===== src/rtl/mdio_pkg.sv =====
package mdio_pkg;
  localparam logic [7:0] OFS_MODE  = 8'h40;
  localparam logic [7:0] OFS_ADDR  = 8'h44;
  localparam logic [7:0] OFS_WDATA = 8'h48;
  localparam logic [7:0] OFS_RDATA = 8'h4C;
  localparam logic [7:0] OFS_CMD   = 8'h50;
  localparam int FRAME_W = 32;  // bits after the preamble

  // control -> datapath strobes
  typedef struct packed {
    logic       load;
    logic       shift;
    logic       capture;
    logic       rdFrame;
    logic [1:0] st;
    logic [1:0] op;
  } mdio_strb_t;
endpackage


===== src/rtl/mdio_dp.sv =====
module mdio_dp
  import mdio_pkg::*;
(
  input  logic        clk,
  input  logic        rst_n,
  input  logic        addrWr,
  input  logic        dataWr,
  input  logic [15:0] wrVal,
  input  logic        mdioIn,
  input  mdio_strb_t  strb,
  output logic        txBit,
  output logic [4:0]  phyQ,
  output logic [4:0]  regQ,
  output logic [15:0] wdataQ,
  output logic [15:0] rdDataQ
);
  logic [FRAME_W-1:0] frameSr;

  always_ff @(posedge clk or negedge rst_n) begin
    if (!rst_n) begin
      phyQ    <= '0;
      regQ    <= '0;
      wdataQ  <= '0;
      rdDataQ <= '0;
      frameSr <= '0;
    end else begin
      if (addrWr) begin
        phyQ <= wrVal[12:8];
        regQ <= wrVal[4:0];
      end
      if (dataWr) wdataQ <= wrVal;
      if (strb.load)
        frameSr <= {strb.st, strb.op, phyQ, regQ,
                    strb.rdFrame ? 2'b11 : 2'b10,
                    strb.rdFrame ? 16'hFFFF : wdataQ};
      else if (strb.shift)
        frameSr <= {frameSr[FRAME_W-2:0], 1'b1};
      if (strb.capture) rdDataQ <= {rdDataQ[14:0], mdioIn};
    end
  end

  assign txBit = frameSr[FRAME_W-1];

  AST_LOAD_SHIFT_EXCL: assert property (@(posedge clk) disable iff (!rst_n)
    !(strb.load && (strb.shift || strb.capture)));
endmodule


===== src/rtl/mdio_ctrl.sv =====
module mdio_ctrl
  import mdio_pkg::*;
#(
  parameter int PRE_LEN = 32,
  parameter int DIV_W   = 8,
  parameter int DIV_RST = 20
) (
  input  logic             clk,
  input  logic             rst_n,
  input  logic             modeWr,
  input  logic [8:0]       modeVal,
  input  logic             startReq,
  input  logic [1:0]       cmdOpc,
  input  logic             txBit,
  output logic             busy,
  output logic             modeC45,
  output logic [DIV_W-1:0] modeDiv,
  output logic             mdc,
  output logic             mdioOut,
  output logic             mdioOe,
  output mdio_strb_t       strb
);
  localparam int TOTAL = PRE_LEN + FRAME_W;
  localparam int CNT_W = $clog2(TOTAL);
  localparam logic [CNT_W-1:0] LAST_BIT = CNT_W'(TOTAL - 1);
  localparam logic [CNT_W-1:0] TA_BIT   = CNT_W'(PRE_LEN + 14);
  localparam logic [CNT_W-1:0] DAT_BIT  = CNT_W'(PRE_LEN + 16);
  localparam logic [CNT_W-1:0] PRE_END  = CNT_W'(PRE_LEN);

  typedef enum logic {ST_IDLE, ST_RUN} state_t;
  state_t state;

  logic [CNT_W-1:0] bitCnt;
  logic [DIV_W-1:0] halfCnt, divLat;
  logic             rdLat, mdcQ;
  logic             opValid, opRead, launch, halfTick, endNow;
  logic [1:0]       stSel, opSel;

  always_comb begin
    opValid = 1'b1;
    opRead  = 1'b0;
    stSel   = modeC45 ? 2'b00 : 2'b01;
    opSel   = 2'b00;
    if (!modeC45) begin
      case (cmdOpc)
        2'd0:    begin opSel = 2'b10; opRead = 1'b1; end
        2'd1:    opSel = 2'b01;
        default: opValid = 1'b0;
      endcase
    end else begin
      case (cmdOpc)
        2'd0:    opSel = 2'b00;
        2'd1:    opSel = 2'b01;
        2'd2:    begin opSel = 2'b11; opRead = 1'b1; end
        default: opValid = 1'b0;
      endcase
    end
  end

  assign launch   = startReq && (state == ST_IDLE) && opValid;
  assign halfTick = (state == ST_RUN) && (halfCnt == divLat - 1'b1);
  assign endNow   = halfTick && mdcQ && (bitCnt == LAST_BIT);

  always_ff @(posedge clk or negedge rst_n) begin
    if (!rst_n) begin
      modeC45 <= 1'b0;
      modeDiv <= DIV_W'(DIV_RST);
      state   <= ST_IDLE;
      bitCnt  <= '0;
      halfCnt <= '0;
      divLat  <= DIV_W'(1);
      rdLat   <= 1'b0;
      mdcQ    <= 1'b0;
    end else begin
      if (modeWr) begin
        modeC45 <= modeVal[8];
        modeDiv <= modeVal[DIV_W-1:0];
      end
      if (launch) begin
        state   <= ST_RUN;
        bitCnt  <= '0;
        halfCnt <= '0;
        mdcQ    <= 1'b0;
        rdLat   <= opRead;
        divLat  <= (modeDiv == '0) ? DIV_W'(1) : modeDiv;
      end else if (state == ST_RUN) begin
        if (halfTick) begin
          halfCnt <= '0;
          mdcQ    <= ~mdcQ;
          if (mdcQ) begin
            if (bitCnt == LAST_BIT) state <= ST_IDLE;
            else bitCnt <= bitCnt + 1'b1;
          end
        end else begin
          halfCnt <= halfCnt + 1'b1;
        end
      end
    end
  end

  always_comb begin
    strb.load    = launch;
    strb.shift   = halfTick && mdcQ && (bitCnt >= PRE_END);
    strb.capture = halfTick && !mdcQ && rdLat && (bitCnt >= DAT_BIT);
    strb.rdFrame = opRead;
    strb.st      = stSel;
    strb.op      = opSel;
  end

  assign busy    = (state == ST_RUN);
  assign mdc     = mdcQ;
  assign mdioOut = busy && ((bitCnt < PRE_END) ? 1'b1 : txBit);
  assign mdioOe  = busy && !(rdLat && (bitCnt >= TA_BIT));

  AST_IDLE_QUIET: assert property (@(posedge clk) disable iff (!rst_n)
    !busy |-> (!mdc && !mdioOe));
  AST_OUT_ON_FALL: assert property (@(posedge clk) disable iff (!rst_n)
    ($past(busy) && busy && !$fell(mdcQ)) |-> $stable(mdioOut));
  AST_START_IGNORED: assert property (@(posedge clk) disable iff (!rst_n)
    (busy && startReq && !endNow) |=> (busy && $stable(rdLat) && $stable(divLat)));
  AST_BAD_OPCODE: assert property (@(posedge clk) disable iff (!rst_n)
    (!busy && startReq && !opValid) |=> !busy);
endmodule


===== src/rtl/mdio_master.sv =====
module mdio_master
  import mdio_pkg::*;
#(
  parameter int PRE_LEN = 32,
  parameter int DIV_W   = 8,
  parameter int DIV_RST = 20
) (
  input  logic        clk,
  input  logic        rst_n,
  input  logic [7:0]  busAddr,
  input  logic        busWrite,
  input  logic [31:0] busWdata,
  output logic [31:0] busRdata,
  output logic        mdc,
  output logic        mdioOut,
  output logic        mdioOe,
  input  logic        mdioIn
);
  mdio_strb_t       strb;
  logic             busy, modeC45, txBit;
  logic [DIV_W-1:0] modeDiv;
  logic [4:0]       phyQ, regQ;
  logic [15:0]      wdataQ, rdDataQ;
  logic             unusedWd;

  assign unusedWd = ^busWdata;

  mdio_ctrl #(.PRE_LEN(PRE_LEN), .DIV_W(DIV_W), .DIV_RST(DIV_RST)) i_ctrl (
    .clk     (clk),
    .rst_n   (rst_n),
    .modeWr  (busWrite && busAddr == OFS_MODE),
    .modeVal (busWdata[8:0]),
    .startReq(busWrite && busAddr == OFS_CMD && busWdata[8]),
    .cmdOpc  (busWdata[1:0]),
    .txBit   (txBit),
    .busy    (busy),
    .modeC45 (modeC45),
    .modeDiv (modeDiv),
    .mdc     (mdc),
    .mdioOut (mdioOut),
    .mdioOe  (mdioOe),
    .strb    (strb)
  );

  mdio_dp i_dp (
    .clk    (clk),
    .rst_n  (rst_n),
    .addrWr (busWrite && busAddr == OFS_ADDR),
    .dataWr (busWrite && busAddr == OFS_WDATA),
    .wrVal  (busWdata[15:0]),
    .mdioIn (mdioIn),
    .strb   (strb),
    .txBit  (txBit),
    .phyQ   (phyQ),
    .regQ   (regQ),
    .wdataQ (wdataQ),
    .rdDataQ(rdDataQ)
  );

  always_comb begin
    busRdata = '0;
    case (busAddr)
      OFS_MODE:  busRdata = 32'({modeC45, 8'(modeDiv)});
      OFS_ADDR:  busRdata = {19'd0, phyQ, 3'd0, regQ};
      OFS_WDATA: busRdata = {16'd0, wdataQ};
      OFS_RDATA: busRdata = {16'd0, rdDataQ};
      OFS_CMD:   busRdata = {15'd0, busy, 16'd0};
      default:   busRdata = '0;
    endcase
  end

  AST_CAPTURE_RELEASED: assert property (@(posedge clk) disable iff (!rst_n)
    strb.capture |-> !mdioOe);
endmodule


===== config.mk =====
export PLATFORM = sky130hd
export DESIGN_NAME = mdio_master
export DESIGN_NICKNAME = d
export VERILOG_FILES = /design/src/rtl/mdio_pkg.sv /design/src/rtl/mdio_dp.sv /design/src/rtl/mdio_ctrl.sv /design/src/rtl/mdio_master.sv
export SDC_FILE = /design/constraint.sdc
export NUM_CORES = 1
export LEC_CHECK = 0
export CAP_MARGIN = 25
export CORE_MARGIN = 3
export CORE_UTILIZATION = 35
export DETAILED_ROUTE_END_ITERATION = 16
export PLACE_DENSITY = 0.57
export SLEW_MARGIN = 20
export SYNTH_ARGS = -nofsm -noshare
export SYNTH_HDL_FRONTEND = slang
export SYNTH_SLANG_ARGS = --single-unit
export TNS_END_PERCENT = 50

===== constraint.sdc =====
create_clock -name clk -period 3.4 [get_ports clk]
set_clock_uncertainty 0.05 [all_clocks]
set_input_delay 0.68 -clock clk [delete_from_list [all_inputs] [get_ports clk]]
set_output_delay 0.68 -clock clk [all_outputs]
set_load 0.01 [all_outputs]

Word level (Yosys, flattened, before mapping)
Cells that the tools add are included.
{"block": "word_totals", "elab_cells": 93, "output_inout_bits": 35, "register_bits": 108, "input_bits": 44}
{"block": "op_classes", "mux": 33, "reduce_logical": 28, "bitwise_logic": 2, "add_sub_neg": 3, "n_eq_ne": 10, "n_lt_le_gt_ge": 4}
{"cell": "one-hot mux 17 bit (5 select lines)", "count": 1}
{"cell": "two-way mux 32 bit", "count": 2}
{"cell": "equality test 8 x 7 -> 1 bit (second input constant)", "count": 5}
{"cell": "two-way mux 8 bit", "count": 4}
{"cell": "two-way mux 6 bit", "count": 5}
{"cell": "greater-or-equal comparator 6 bit (second input constant)", "count": 3}
{"cell": "two-way mux 1 bit", "count": 17}
{"cell": "logical AND 1 bit", "count": 16}
{"cell": "two-way mux 16 bit", "count": 1}
{"cell": "adder 8 x 1 -> 8 bit (second input constant)", "count": 1}
{"cell": "equality test 8 bit", "count": 1}
{"cell": "zero test 8 bit", "count": 1}
{"cell": "one-hot mux 2 bit (2 select lines)", "count": 2}
{"cell": "nonzero test 2 bit", "count": 4}
{"cell": "subtractor 8 x 1 -> 8 bit (second input constant)", "count": 1}
{"cell": "adder 6 x 1 -> 6 bit (second input constant)", "count": 1}
{"cell": "equality test 6 bit (second input constant)", "count": 1}
{"cell": "< comparator 6 bit (second input constant)", "count": 1}
{"cell": "AND reduction 4 bit", "count": 1}
{"cell": "OR reduction 3 bit", "count": 1}
{"cell": "equality test 2 x 1 -> 1 bit (second input constant)", "count": 1}
{"cell": "equality test 2 bit (second input constant)", "count": 1}
{"cell": "zero test 1 bit", "count": 2}
{"cell": "zero test 2 bit", "count": 1}
{"cell": "other kinds (5)", "count": 6}

Depth between registers and ports, before layout
Gate-level depths: netlist of the first run.
{"block": "depth", "ltp_word": 7, "mapped_depth": 10, "depth_no_buf": 8}

Cells and area by module
From an unflattened synthesis of the first run, not the netlist that was laid out.
{"block": "hier_totals", "hier_cells": 479, "hier_area_um2": 5824.3}
{"module": "mdio_dp", "area_each_um2": 3101.7, "seq_area_each_um2": 1851.8, "cells_per_inst": 211, "instances": 1}
{"module": "mdio_ctrl", "area_each_um2": 2013.2, "seq_area_each_um2": 854.6, "cells_per_inst": 191, "instances": 1}
{"module": "mdio_master", "area_each_um2": 709.4, "seq_area_each_um2": 0.0, "cells_per_inst": 77, "instances": 1}

Worst setup path before layout of the first run
Ideal clock, no wire load.
{"block": "synth_path", "path_kind": "input to output", "from": "input busAddr[3]", "to": "output busRdata[1]", "path_stages": 4, "setup_slack_ns": 0.626, "path_buffers": 2, "arrival_ns": 2.044, "cell_sequence": "clkbuf_1 > buf_1 > mux4_2 > and2_1"}
{"block": "synth_via", "elab_chain_cells": 2, "word_cells_on_any_way": 6, "classes_between": "eq/ne: 5; mux: 1"}
{"item": "start, declared", "line": "mdio_master.sv:10", "source": "input logic [7:0] busAddr,"}
{"item": "equality test 8 x 7 -> 1 bit", "line": "mdio_master.sv:62", "source": "case (busAddr)"}
{"item": "one-hot mux 17 bit (5 select lines) (*)", "line": "mdio_master.sv:62"}
{"item": "end, declared", "line": "mdio_master.sv:13", "source": "output logic [31:0] busRdata,"}
Mark *: on every way between the ends. The rest lies on a longest branch, timed or not.

Worst setup path in the final report of the first run
{"block": "layout_path", "from": "input busAddr[2]", "to": "output busRdata[10]"}
The elaborated chain is that of the path after synthesis.

==> flow_metrics.tcl, run 1 <==
set metrics [dict create \
    layout_common_cells "105 x dfrtp_1, 46 x clkdlybuf4s50_1, 44 x mux2_2, 34 x nand2_1, 30 x o21ai_0" \
    grt_pass1_vias 4213 \
    switchingPower_mw 1.06 \
    syn_area_mm2 0.00559 \
    synth_cell_types 69 \
    cts_sinks 108 \
    coreArea_mm2 0.0154 \
    synth_seq_area_share_pct 48.5 \
    root_buffer "clkbuf_16" \
    cp.required_ps 2670 \
    seq_power_share_pct 47.4 \
    drcViolationCount 0 \
    clock.fmax_mhz 304 \
    dieWidth_um 132 \
    finalCritPeriodShare_pct 96.8 \
    peakVddDrop_v 0.000205 \
    critPathKind "in2out" \
    p_comb_share_pct 20.3 \
    hold_viol 0 \
    die-area_mm2 0.0175 \
    p_total_mw 3.54 \
    yosys_warnings 0 \
    routabilityCongestion 0.776 \
    vias 4157 \
    cts_htree_levels 3 \
    clkPwrFrac_pct 32.3 \
    finalSetupViolCount 0 \
    arrival_ps 2560 \
    maxSlewViolCount 0 \
    slew_headroom_pct 54.4 \
    grt_max_degree 59 \
    io_pins 79 \
    critical_path_peak_fanout 12 \
    dr.first_iter.drc_count 344 \
    synth-edff-count 0 \
    end_kind "output port" \
    row_count 45 \
    tightest_slew_ps 685 \
    final_cell_area_mm2 0.00663 \
    ys_ff_latch 108 \
    placed_cell_area_mm2 0.00630 \
    hold_ws_ps 311 \
    cts_inserted_buffers 9 \
    sw_frac_of_total_pct 29.9 \
    grt_pass1_wl_mm 23.0 \
    overflow 0 \
    power.internal_mw 2.48 \
    drtPass1Iterations 4 \
    cts_buffer_depth 2 \
    initial_core_util_pct 36.2 \
    power.leakage_nw 2.88 \
    clk_latency_ps 350 \
    path_clk_slew_ps 70 \
    grt_usage_pct 16.1 \
    port_buffers 47 \
    chipHeight_um 132 \
    power_density_mw_per_mm2 534 \
    hold_path.class "in2async" \
    ys_async_sr_fraction_pct 100 \
    cap_violations 0 \
    final_common_cell "dfrtp_1" \
    post-route-min-period_ps 3290 \
    tritoncts "built" \
    cp-start-kind "primary input" \
    layout-drive-gt1-share_pct 18.6 \
    antenna_found_initial 0 \
    finalSetupTns_ps 0 \
    dp_hpwl_mm 9.56 \
    vias_per_cell 5.39 \
    wl_per_cell_um 17.7 \
    wirelength_mm 13.7 \
    layout.nets 607 \
    syn_avg_cell_area_um2 10.9 \
    rsz0062_at_grt "false" \
    status "finished, final reports clean" \
    num_antenna_cells 0 \
    synth_flop_cell "dfrtp_1" \
    netlist_instances 514 \
    antenna_left 0 \
    syn2layout_area_growth_pct 18.6 \
    post_cts_buffers 0 \
]
[area by class of cell]
cell class	count	area (µm²)
Clock buffer	9	225
Clock inverter	7	98.8
Fill cell	1481	8800
Inverter	13	48.8
Multi-Input combinational cell	360	2630
Sequential cell	108	2710
Tap cell	211	264
Timing Repair Buffer	63	651
[stage by stage]
| step | setup WS [ps] | cells | utilization [%] |
|---|---|---|---|
| floorplan | 626 | 528 | - |
| detailed placement | 99.4 | 755 | 40.8 |
| global route | 13.0 | 771 | 42.9 |
| finish | 108 | 771 | 42.9 |
| global placement | 81.1 | 755 | 40.8 |
| CTS | 96.8 | 771 | 42.9 |
[cells in the mapped netlist (5+ instances only)]
| cell type | n | share of area, % |
|---|---|---|
| and2_1 | 18 | 2.0 |
| mux4_2 | 6 | 2.4 |
| o21ai_0 | 30 | 2.7 |
| nand4_1 | 6 | 0.67 |
| dfrtp_1 | 105 | 47 |
| nand3_1 | 8 | 0.72 |
| nand2b_1 | 5 | 0.56 |
| a22oi_1 | 7 | 0.94 |
| and3_1 | 5 | 0.56 |
| ha_1 | 8 | 1.8 |
| a31oi_1 | 17 | 1.9 |
| a21oi_1 | 24 | 2.2 |
| a221o_1 | 9 | 1.6 |
| nor2_1 | 27 | 1.8 |
| buf_4 | 16 | 2.2 |
| clkbuf_1 | 22 | 1.5 |
| inv_1 | 12 | 0.81 |
| nand2_1 | 34 | 2.3 |
| xor2_1 | 8 | 1.3 |
| nor3_1 | 20 | 1.8 |
| mux2_2 | 44 | 8.9 |
| xnor2_1 | 6 | 0.94 |
| mux2_1 | 9 | 1.8 |
[logic make-up (layout without fill, tap and decap cells)]
kind of cell               Yosys count  count (layout)  share of synthesized area, %
AOI/OAI and AO/OA                  114             114                          14.4
adders and majority gates            8               8                          1.79
xor gates and xnor gates            14              14                          2.20
buffers and inverters               60              92                          5.47
muxes                               63              63                          13.8
and+or+nand+nor                    146             146                          13.8
DFF                                108             108                          48.5
other                                1              15                        0.0671
[sequential cells by signal (all words and copies together), names as in the netlist, 5 cells and up]
name and count:
i_dp.wdataQ 16, i_ctrl.divLat 8, i_ctrl.halfCnt 8, i_ctrl.bitCnt 6, i_dp.rdDataQ 16, i_dp.frameSr 32
i_dp.regQ 5, i_dp.phyQ 5, i_ctrl.modeDiv 8
[power groups by stage]
stage          clock, mW  sequential [mW]  combinational, mW
2_1_floorplan          0             1.63              0.546
3_3_place_gp           0             1.69              0.689
3_5_place_dp           0             1.70              0.722
4_1_cts             1.17             1.67              0.725
5_1_grt             1.22             1.71              0.811
6_report            1.14             1.68              0.719
[worst max-delay path: stages]
cell	delay [ps]
clkdlybuf4s50_1	540
buf_12	160
nor2b_1	360
a22oi_1	170
nor2_1	110
clkdlybuf4s50_1	540
[path summary, 6_finish.rpt]
| check | slack, ps | from | end | depth (start not counted) |
|---|---|---|---|---|
| max in group asynchronous | 2210 | rst_n | i_ctrl.divLat[0]$_DFFE_PN1N_ | 2 |
| min in group clk | 440 | i_ctrl.rdLat$_DFFE_PN0N_ | i_ctrl.rdLat$_DFFE_PN0N_ | 1 |
| setup reg to reg | 390 | i_ctrl.divLat[0]$_DFFE_PN1N_ | i_dp.frameSr[19]$_DFFE_PN0P_ | 9 |
| hold / removal | 310 | rst_n | i_ctrl.modeDiv[5]$_DFFE_PN0P_ | 1 |
| setup / recovery | 110 | busAddr[2] | busRdata[10] | 6 |
| hold reg to reg | 440 | i_ctrl.rdLat$_DFFE_PN0N_ | i_ctrl.rdLat$_DFFE_PN0N_ | 1 |
[layer usage]
layer | GRT usage (%) | up-vias | part of all wire (%)
met1 | 24.3 | 2109 | 51
met4 | 5.54 | 0 | 1.5
li1 | - | 1926 | -
met2 | 23.8 | 109 | 44
met5 | 0 | - | 0
met3 | 2.29 | 13 | 3.4
[what timing repair did]
item | CTS | global route
setup endpoints to repair | 0 | 13
gates resized for setup | 0 | 2
hold buffers | 0 | 0
Power figures use the tool's default switching activity.
==> inputs of run 2 (changes only) <==
--- a/config.mk
+++ b/config.mk
@@ -6,10 +6,10 @@
 export NUM_CORES = 1
 export LEC_CHECK = 0
 export CAP_MARGIN = 25
-export CORE_MARGIN = 3
-export CORE_UTILIZATION = 35
+export CORE_MARGIN = 1.5
+export CORE_UTILIZATION = 50
 export DETAILED_ROUTE_END_ITERATION = 16
-export PLACE_DENSITY = 0.57
+export PLACE_DENSITY = 0.76
 export SLEW_MARGIN = 20
 export SYNTH_ARGS = -nofsm -noshare
 export SYNTH_HDL_FRONTEND = slang
==> run 2 against run 1 <==
  * Core utilization rose by 16 points
  * Flip-flop and latch count unchanged
  * Die area fell by 33%
  * Global-route usage up 7.9 points
  * Sequential share of layout area grew 1.2 points
  * First-iteration DRC count is 2.9% higher
  * Worst hold slack got worse by 62 ps
  * Total power is 9.0% lower
  * Wire length down 5.1%
  * Non-clock buffer count increased by 7
==> flow_metrics.tcl, run 2 (same netlist as run 1, synthesis figures left out) <==
set metrics [dict create \
    coreArea_mm2 0.0109 \
    syn2layout_area_growth_pct 15.2 \
    layout.nets 614 \
    rsz0062_at_grt "false" \
    antenna_left 0 \
    finalSetupTns_ps 0 \
    routabilityCongestion 0.835 \
    status "finished, final reports clean" \
    initial_core_util_pct 51.3 \
    maxSlewViolCount 0 \
    power_density_mw_per_mm2 501 \
    fin_ws_ps 97.4 \
    reg2reg_from "i_ctrl.divLat[0]$_DFFE_PN1N_" \
    die-area_mm2 0.0118 \
    finalSetupViolCount 0 \
    reg.largest.list "i_dp.frameSr (32), i_dp.rdDataQ (16), i_dp.wdataQ (16)" \
    drcViolationCount 0 \
    wirelength_mm 13.0 \
    tritoncts "built" \
    cts_sinks 108 \
    postLayoutCoreUtil_pct 59.1 \
    cp-start-kind "primary input" \
    chipHeight_um 109 \
    wl_per_cell_um 18.3 \
    hold_viol 0 \
    power.leakage_nw 2.95 \
    post_cts_buffers 0 \
    critical_path_peak_fanout 6 \
    grt_max_degree 63 \
    vias_per_cell 5.90 \
    crit_start "busAddr[0]" \
    hold_path.class "in2async" \
    antenna_found_initial 0 \
    top_register "i_dp.frameSr" \
    grt_usage_pct 24.0 \
    multi_input_area_mm2 0.00264 \
    nFillCells 879 \
    largest_reg_flops 32 \
    fin_cells 707 \
    dr.first_iter.drc_count 354 \
    tightest_slew_ps 661 \
    post-route-min-period_ps 3300 \
    slew_headroom_pct 56.0 \
    final_common_cell "dfrtp_1" \
    clk_latency_ps 380 \
    cts_inserted_buffers 9 \
    ff_latch_area_mm2 0.00271 \
    cap_violations 0 \
    arrival_ps 2570 \
    clock.fmax_mhz 303 \
    dp_hpwl_mm 9.15 \
    cts_buffer_depth 2 \
    drtPass1Iterations 5 \
    end_kind "output port" \
    port_buffers 47 \
    path_clk_slew_ps 100 \
    pre_cts_ws_ps -210 \
    placed_cells 691 \
    num_antenna_cells 0 \
    p_total_mw 3.22 \
    grt_pass1_vias 4177 \
    root_buffer "clkbuf_8" \
    io_pins 79 \
    cts_htree_levels 3 \
    peakVddDrop_v 0.000271 \
    cp.required_ps 2670 \
    finalCritPeriodShare_pct 97.1 \
    critPathKind "in2out" \
    row_count 38 \
    vias 4174 \
    overflow 0 \
    ctsHoldBuffers 0 \
    dieWidth_um 109 \
    grt_pass1_wl_mm 21.5 \
    layout-drive-gt1-share_pct 19.4 \
    layout_common_cells "105 x dfrtp_1, 44 x mux2_2, 34 x nand2_1, 30 x o21ai_0, 29 x clkdlybuf4s50_1" \
]
run 2: cell count changes in the layout (fill, tap and decap cells not counted), sizes merged, moves of 2 or more:
cell | previous run | this run
clkbuf | 9 | 11
inv | 13 | 15
clkinv | 4 | 2
clkdlybuf4s50 | 46 | 29
dlygate4sd2 | 0 | 16
buf | 17 | 24
run 2: repair_timing:
action                     in CTS  in global routing
pin swaps                       1                  1
gates resized for setup        18                  1
setup endpoints to repair      17                  1
run 2: path summary, 6_finish.rpt:
| path | slack [ps] | to | cells past startpoint |
|---|---|---|---|
| max | 100 | busRdata[3] | 9 |
| min | 250 | i_dp.wdataQ[5]$_DFFE_PN0P_ | 1 |
| max reg2reg | 360 | i_dp.frameSr[24]$_DFFE_PN0P_ | 9 |
| min reg2reg | 460 | i_dp.rdDataQ[15]$_DFFE_PN0P_ | 1 |
| max in group asynchronous | 2290 | i_ctrl.divLat[0]$_DFFE_PN1N_ | 2 |
| min in group clk | 460 | i_dp.rdDataQ[15]$_DFFE_PN0P_ | 1 |
run 2: routing by layer:
metal,routed length (µm),vias up,global-route usage [%]
met3,681,16,4.84
met5,0,-,0
met2,6210,128,37.8
met4,198,0,7.52
met1,5880,2097,33.6
li1,-,1933,-
run 2: cell type report:
type,instances,area share (%)
Clock inverter,5,1.05
Multi-Input combinational cell,360,40.9
Timing Repair Buffer,70,10.3
Tap cell,140,2.72
Inverter,13,0.758
Clock buffer,11,2.20
Sequential cell,108,42.1
run 2: critical path, cell delays in order:
cell             delay (ps)
clkdlybuf4s50_1         420
nor4_2                  330
buf_4                   170
and2_1                  140
nor2b_1                 150
buf_4                   160
buf_4                   110
and2_1                  120
dlygate4sd2_1           270
run 2: where the power goes:
group / total, mW / switching (mW) / internal [mW]
registers: 1.68 / 0.192 / 1.49
clock network: 0.827 / 0.454 / 0.373
logic: 0.712 / 0.374 / 0.338
run 2: through the flow:
step                      hold WS (ps)  instance area [µm²]
after global routing               277                 6430
after detailed placement           438                 6230
after floorplan                    334                 5640
final                              249                 6430
after global placement             414                 6230
after CTS                          266                 6430
==> inputs of run 3 (changes only) <==
--- a/config.mk
+++ b/config.mk
@@ -7,9 +7,11 @@
 export LEC_CHECK = 0
 export CAP_MARGIN = 25
 export CORE_MARGIN = 1.5
-export CORE_UTILIZATION = 50
+export CORE_UTILIZATION = 55
+export CTS_CLUSTER_SIZE = 8
 export DETAILED_ROUTE_END_ITERATION = 16
-export PLACE_DENSITY = 0.76
+export GPL_ROUTABILITY_DRIVEN = 0
+export PLACE_DENSITY = 0.82
 export SLEW_MARGIN = 20
 export SYNTH_ARGS = -nofsm -noshare
 export SYNTH_HDL_FRONTEND = slang
==> run 3 against run 2 <==
  * Cell count shrank 1.4%
  * Core utilization up 6.2 points
  * Combinational power is 0.8% lower
  * Register-to-register slack better by 80 ps
  * Worst hold slack gained 35 ps
  * Via count rose by 0.50%
  * Flip-flop and latch count unchanged
  * Worst setup slack improved by 6.3 ps
==> flow_metrics.tcl, run 3 (same netlist as run 1, synthesis figures left out) <==
set metrics [dict create \
    final_cell_area_mm2 0.00641 \
    multi_input_area_mm2 0.00263 \
    drcViolationCount 0 \
    overflow 0 \
    peakVddDrop_v 0.000276 \
    die-area_mm2 0.0108 \
    wl_met2_mm 6.40 \
    antenna_found_initial 0 \
    cts_buffer_depth 2 \
    reg2regPathDepth 9 \
    antenna_left 0 \
    layout-drive-gt1-share_pct 19.1 \
    layout_common_cells "105 x dfrtp_1, 46 x clkdlybuf4s50_1, 44 x mux2_2, 34 x nand2_1, 30 x o21ai_0" \
    p_comb_share_pct 22.1 \
    port_buffers 47 \
    fin_cells 697 \
    root_buffer "clkbuf_8" \
    seq_power_share_pct 52.5 \
    critPathKind "in2out" \
    vias_per_cell 6.02 \
    switchingPower_mw 0.998 \
    grt_pass1_wl_mm 21.3 \
    status "finished, final reports clean" \
    end_kind "output port" \
    p_total_mw 3.19 \
    num_antenna_cells 0 \
    placed_cells 681 \
    initial_core_util_pct 56.9 \
    vias 4195 \
    post-route-min-period_ps 3300 \
    dp_hpwl_mm 9.04 \
    finalSetupViolCount 0 \
    reg2reg_to "i_dp.frameSr[22]$_DFFE_PN0P_" \
    top_register "i_dp.frameSr" \
    reg2reg_from "i_ctrl.divLat[0]$_DFFE_PN1N_" \
    power.leakage_nw 2.84 \
    cp-start-kind "primary input" \
    clk_latency_ps 380 \
    placed_cell_area_mm2 0.00620 \
    io_pins 79 \
    ff_latch_area_mm2 0.00271 \
    arrival_ps 2570 \
    crit_start "busAddr[2]" \
    tritoncts "built" \
    rsz0062_at_grt "false" \
    row_count 36 \
    finalCritPeriodShare_pct 96.9 \
    critical_path_peak_fanout 10 \
    ctsHoldBuffers 0 \
    grt_usage_pct 24.8 \
    cap_violations 0 \
    dr.first_iter.drc_count 246 \
    grt_pass1_vias 4292 \
    hold_viol 0 \
    clkPwrFrac_pct 25.4 \
    reg.largest.list "i_dp.frameSr (32), i_dp.rdDataQ (16), i_dp.wdataQ (16)" \
    syn2layout_area_growth_pct 14.8 \
    tightest_slew_ps 693 \
    wl_met1_mm 5.42 \
    cts_htree_levels 3 \
    routed-wl-met3_um 607 \
    dieWidth_um 104 \
    cts_inserted_buffers 9 \
    path_clk_slew_ps 100 \
    power.internal_mw 2.19 \
    maxSlewViolCount 0 \
    coreArea_mm2 0.00982 \
    layout.nets 611 \
    nFillCells 756 \
    final_common_cell "dfrtp_1" \
    largest_reg_flops 32 \
    slew_headroom_pct 53.8 \
    cts_sinks 108 \
    drtPass1Iterations 5 \
    ff2ff_setup_slack_ps 440 \
    wirelength_mm 12.6 \
    grt_max_degree 57 \
    finalSetupTns_ps 0 \
    wl_per_cell_um 18.1 \
    chipHeight_um 104 \
    hold_path.class "in2async" \
    cp.required_ps 2670 \
    routed.top_layer "met4" \
    postLayoutCoreUtil_pct 65.3 \
    power_density_mw_per_mm2 498 \
    sw_frac_of_total_pct 31.3 \
    clock.fmax_mhz 303 \
]
run 3: changes by cell type in the layout (fill, tap and decap cells not counted), sizes merged:
cell / previous run / this run
buf: 24 / 21
clkdlybuf4s50: 29 / 46
clkinv: 2 / 3
dlygate4sd2: 16 / 0
dlymetal6s2s: 1 / 0
inv: 15 / 14
run 3: critical path: stages:
cell,delay [ps]
clkdlybuf4s50_1,540
buf_4,230
mux2_2,360
a22oi_1,180
nor2_1,90
clkdlybuf4s50_1,490
run 3: worst max path at each step:
stage	endpoint	slack, ps
CTS	busRdata[11]	20
detailed placement	busRdata[11]	40
global placement	busRdata[9]	130
floorplan	busRdata[1]	630
finish	busRdata[5]	100
global route	busRdata[11]	20
run 3: power groups by stage:
stage / sequential (mW) / clock (mW) / combinational, mW
global route: 1.70 / 0.860 / 0.801
detailed placement: 1.70 / 0 / 0.712
global placement: 1.68 / 0 / 0.671
floorplan: 1.63 / 0 / 0.546
finish: 1.68 / 0.809 / 0.706
CTS: 1.67 / 0.823 / 0.711
run 3: what timing repair did:
item / in CTS / in global routing
setup endpoints to repair: 0 / 6
setup buffers: 0 / 0
gates resized for setup: 0 / 3
run 3: metal layers:
layer / global-route usage (%) / vias to the layer above
li1: - / 1924
met1: 32.1 / 2109
met2: 42.2 / 146
met3: 3.40 / 16
met4: 9.82 / 0
met5: 0 / -
run 3: final cells by class:
| class | count | area share, % |
|---|---|---|
| inverter | 13 | 0.761 |
| multi-input combinational | 360 | 41.1 |
| clock inverter | 5 | 0.898 |
| sequential | 108 | 42.2 |
| clock buffer | 11 | 2.21 |
| timing repair buffer | 67 | 10.2 |
| tap | 133 | 2.60 |
run 3: per-stage QoR:
step                      hold slack [ps]  setup slack, ps
after CTS                             308             17.3
after floorplan                       334              626
final                                 284              104
after global routing                  336             20.6
after detailed placement              430             37.7
after global placement                415              130
